## config.mk

```make
export PLATFORM = sky130hd
export DESIGN_NAME = phase_accum_synth
export DESIGN_NICKNAME = d
export VERILOG_FILES = /design/src/rtl/pacc_pkg.sv /design/src/rtl/pacc_step.sv /design/src/rtl/pacc_reg.sv /design/src/rtl/phase_accum_synth.sv
export SDC_FILE = /design/constraint.sdc
export NUM_CORES = 1
export LEC_CHECK = 0
export BUFFER_PORTS_ARGS = -buffer_cell sky130_fd_sc_hd__clkbuf_2
export CORE_AREA = 2 2 114 116
export CTS_CLUSTER_SIZE = 20
export DETAILED_ROUTE_END_ITERATION = 10
export DIE_AREA = 0 0 116 118
export GPL_ROUTABILITY_DRIVEN = 0
export PLACE_DENSITY = 0.55
export SLEW_MARGIN = 10
export SYNTH_ARGS = -nofsm -noshare
export SYNTH_HDL_FRONTEND = slang
export SYNTH_HIERARCHICAL = 1
export SYNTH_SLANG_ARGS = --single-unit
```

## constraint.sdc

```tcl
create_clock -name clk -period 9.2 [get_ports clk]
set_input_delay 1.84 -clock clk [delete_from_list [all_inputs] [get_ports clk]]
set_output_delay 1.84 -clock clk [all_outputs]
set_load 0.03 [all_outputs]
```

## src/rtl/pacc_pkg.sv

```systemverilog
package pacc_pkg;

    // Wrap behaviour selected by the clear_mode pin
    typedef enum logic {
        WRAP_MODULAR = 1'b0,
        WRAP_CLEAR   = 1'b1
    } wrap_mode_e;

endpackage

```

## src/rtl/pacc_step.sv

```systemverilog
// Combinational next-phase computation and wrap detection
module pacc_step
    import pacc_pkg::*;
#(
    parameter int W = 32
) (
    input  logic [W-1:0] cur_phase,
    input  logic [W-1:0] incr,
    input  wrap_mode_e   mode,
    output logic [W-1:0] nxt_phase,
    output logic         wrap_det
);
    localparam logic [W-1:0] ZERO = '0;

    logic [W-1:0] sum_trunc;

    always_comb begin
        sum_trunc = cur_phase + incr;
        wrap_det  = (sum_trunc < cur_phase);
        unique case (mode)
            WRAP_MODULAR: nxt_phase = sum_trunc;
            WRAP_CLEAR:   nxt_phase = wrap_det ? ZERO : sum_trunc;
            default:      nxt_phase = sum_trunc;
        endcase
    end
endmodule

```

## src/rtl/pacc_reg.sv

```systemverilog
// Phase register and registered wrap marker
module pacc_reg #(
    parameter int W = 32
) (
    input  logic         clk,
    input  logic         rst_n,
    input  logic         load,
    input  logic [W-1:0] nxt_phase,
    input  logic         wrap_det,
    output logic [W-1:0] phase_q,
    output logic         wrap_q
);
    always_ff @(posedge clk or negedge rst_n) begin
        if (!rst_n) begin
            phase_q <= '0;
        end else if (load) begin
            phase_q <= nxt_phase;
        end
    end

    always_ff @(posedge clk or negedge rst_n) begin
        if (!rst_n) begin
            wrap_q <= 1'b0;
        end else begin
            wrap_q <= load & wrap_det;
        end
    end
endmodule

```

## src/rtl/phase_accum_synth.sv

```systemverilog
module phase_accum_synth
    import pacc_pkg::*;
#(
    parameter int W = 32
) (
    input  logic         clk,
    input  logic         rst_n,
    input  logic         en,
    input  logic [W-1:0] tune_word,
    input  logic         clear_mode,
    output logic [W-1:0] phase,
    output logic         square_out,
    output logic         wrap_pulse
);
    localparam int MSB = W - 1;

    wrap_mode_e   mode_sel;
    logic [W-1:0] nxt_phase;
    logic         wrap_det;

    assign mode_sel = wrap_mode_e'(clear_mode);

    pacc_step #(.W(W)) u_step (
        .cur_phase (phase),
        .incr      (tune_word),
        .mode      (mode_sel),
        .nxt_phase (nxt_phase),
        .wrap_det  (wrap_det)
    );

    pacc_reg #(.W(W)) u_reg (
        .clk       (clk),
        .rst_n     (rst_n),
        .load      (en),
        .nxt_phase (nxt_phase),
        .wrap_det  (wrap_det),
        .phase_q   (phase),
        .wrap_q    (wrap_pulse)
    );

    assign square_out = phase[MSB];
endmodule

```

==> metrics.md <==
| Metric | Value |
|---|---|
| Post-synthesis register bit count | `33` |
| Crit path cell chain | `clkbuf_2, ha_1, fa_1, a21o_1, a221oi_2, o21ai_2, a41oi_4, o31ai_4, a21oi_2, xnor2_1, ha_1, a21o_1, nand3_1, a21oi_1, a211oi_1, o211a_1, buf_4, nor2_1, mux2_4, mux2_4` |
| Via-to-Cell Ratio | `5.12` |
| Post-Syn Area | `4260 µm²` |
| Type of origin of the critical path | `input pin` |
| Core area | `12400 µm²` |
| Count of final setup violators | `0` |
| Drt pass-1 iters | `4` |
| Antenna Violating Nets Remaining | `0` |
| Crit Path Class | `input pin to flip-flop` |
| Slew headroom | `0.404` |
| Fmax | `156 MHz` |
| Clk buf depth | `2` |
| CP Buf/Inv Count | `2` |
| Post-CTS sizing | `0` |
| Synth top area cells | `dfrtp_1 (19%), ha_1 (18%), mux2_4 (11%)` |
| Drt wl/cell | `15.9 µm` |
| Final worst path period share | `0.698` |
| CTS tree | `built` |
| Min-delay worst type | `flip-flop to flip-flop` |
| GRT Total Usage | `0.166` |
| Transition time of the tightest slew-check pin | `0.894 ns` |
| Number of synthesized flops with an enable pin | `0` |
| Die area | `13700 µm²` |
| Fin. Hold Viols | `0` |
| Sink Count | `33` |
| Number of I/O pins | `70` |
| Share of cells above drive strength 1 | `0.240` |
| Largest net degree at the start of global routing | `34` |
| Final Skew | `0.00548 ns` |
| # rows | `41` |
| Clock latency on the worst-skew pair | `0.29 ns` |
| DRT Wirelength | `11.2 mm` |
| Vias | `3593` |
| Synth Warn # | `6` |
| Avg Synthesized Cell Area | `9.08 µm²` |
| Asr flop ratio synth | `1.00` |
| Nets | `627` |
| Grt ovf | `0` |
| TritonCTS buffer count | `5` |
| Final TNS setup | `0 ns` |
| Dominant cell by count in the synthesized netlist | `ha_1` |
| Die W | `116 µm` |
| Die Span Y | `118 µm` |
| # diodes | `0` |
| First-pass GRT wire length | `17.9 mm` |
| P&R area growth vs syn | `13.5%` |
| Fin cells | `702` |
| CP max FO | `19` |
| RSZ-0062 raised after global routing | `no` |
| Critical Path RT | `9.37 ns` |
| Synth top area share | `0.194` |
| Largest area contributor in the netlist | `dfrtp_1` |
| Post-placement cell count | `694` |
| Cell family with most CP delay | `compound AO/OA/AOI/OAI gates` |
| Seq/Total Area, Yosys | `0.194` |
| Initial Util | `0.343` |
| Total setup buffers inserted after CTS | `0` |
| Commonest cells post-synth | `ha_1 (61), a21oi_1 (38), inv_1 (36), dfrtp_1 (33), mux2_4 (31)` |
| Gate Count Post-Synth | `469` |
| DP HPWL | `8.95 mm` |
| DRC Markers | `0` |
| Slew Viols, Final | `0` |
| Main flop type after synthesis | `dfrtp_1` |
| Max stage delay on crit path | `0.52 ns` |
| Clock H-tree levels | `2` |
| Root buf cell | `clkbuf_16` |
| Initial antenna violation count | `0` |
| Vias in the first global route | `3587` |
| Max-cap violation count | `0` |
| Initial DRC Count | `281` |
| Critical Path Slowest Stage Cell | `o211a_1` |
| Status | `complete, no violations` |
| Post-synthesis net count | `567` |
| Reg clk slew, reported paths | `0.06 ns` |
| Cts hold-fix bufs | `0` |
| Port Buffer Count | `69` |
| Yosys cell types | `67` |
| Min Tclk post-route | `6.42 ns` |
| Critical Path AT | `6.60 ns` |
| Crit. End Element | `flip-flop` |
flip-flops by register name, indices dropped and copies added (netlist names):
| register | count |
|---|---|
| u_reg/phase_q | 32 |
| u_reg/wrap_q | 1 |
final timing paths:
path                             startpoint                end  slack (ns)  cells past startpoint
max reg2reg                u_reg/phase_q[0]  u_reg/phase_q[24]        3.98                     19
min                        u_reg/phase_q[0]   u_reg/phase_q[0]        0.56                      1
min reg2reg                u_reg/phase_q[0]   u_reg/phase_q[0]        0.56                      1
max in group asynchronous             rst_n  u_reg/phase_q[31]        6.97                      1
min in group asynchronous             rst_n  u_reg/phase_q[10]        1.67                      1
max                            tune_word[0]  u_reg/phase_q[24]        2.78                     20
cell families (layout without fill, tap and decap cells):
| group | Yosys count | after routing | share of synthesized area |
|---|---|---|---|
| DFF | 33 | 33 | 0.194 |
| adders and majority gates | 62 | 62 | 0.184 |
| AOI/OAI and AO/OA | 131 | 131 | 0.219 |
| muxes | 35 | 35 | 0.120 |
| xor gates and xnor gates | 29 | 29 | 0.0596 |
| and+or+nand+nor | 125 | 125 | 0.152 |
| buffers and inverters | 54 | 115 | 0.0720 |
cell type report:
cell class                      instances  area (µm²)
Clock inverter                          1        30.0
Inverter                               36         135
Tap cell                              172         215
Fill cell                            1308        7580
Timing Repair Buffer                   71         360
Sequential cell                        33         826
Multi-Input combinational cell        382        3130
Clock buffer                            7         143
routing by layer:
layer	up-vias	routed length [µm]	GRT usage
met3	11	510	0.0294
met5	-	0	0
li1	1818	-	-
met2	81	5330	0.285
met1	1683	5210	0.214
met4	0	144	0.0417
layout by cell type, fill, tap and decap left out, types with 3 or more instances in the layout:
cell type   n
nand2_1    29
o211ai_1    5
a21oi_1    38
ha_1       61
inv_1      36
xnor2_1    17
o22ai_1     3
and4_1      3
clkbuf_2   69
nor3_1      8
or3_1       3
nor2_1     24
xor2_1     12
o21bai_1    6
o21ai_0    20
a21o_1     12
nand4_1    10
dfrtp_1    33
nor2b_1    28
o21a_1      6
and3_1      3
nand2b_1    4
mux2_4     31
mux2_2      3
a211oi_1    4
a21boi_0    5
clkbuf_16   5
nand3_1     4
through the flow:
step	area, µm²	setup WS (ns)	utilization	hold slack [ns]
after floorplan	4260	3.59	-	0.742
after global placement	4660	2.63	0.376	0.545
after detailed placement	4660	2.55	0.376	0.543
after CTS	4840	2.82	0.390	0.557
after global routing	4840	2.52	0.390	0.590
final	4840	2.78	0.390	0.557
Power is left out: the tool's default activity adds up to more than one toggle a clock period on the data nets, which glitch-free logic cannot reach.
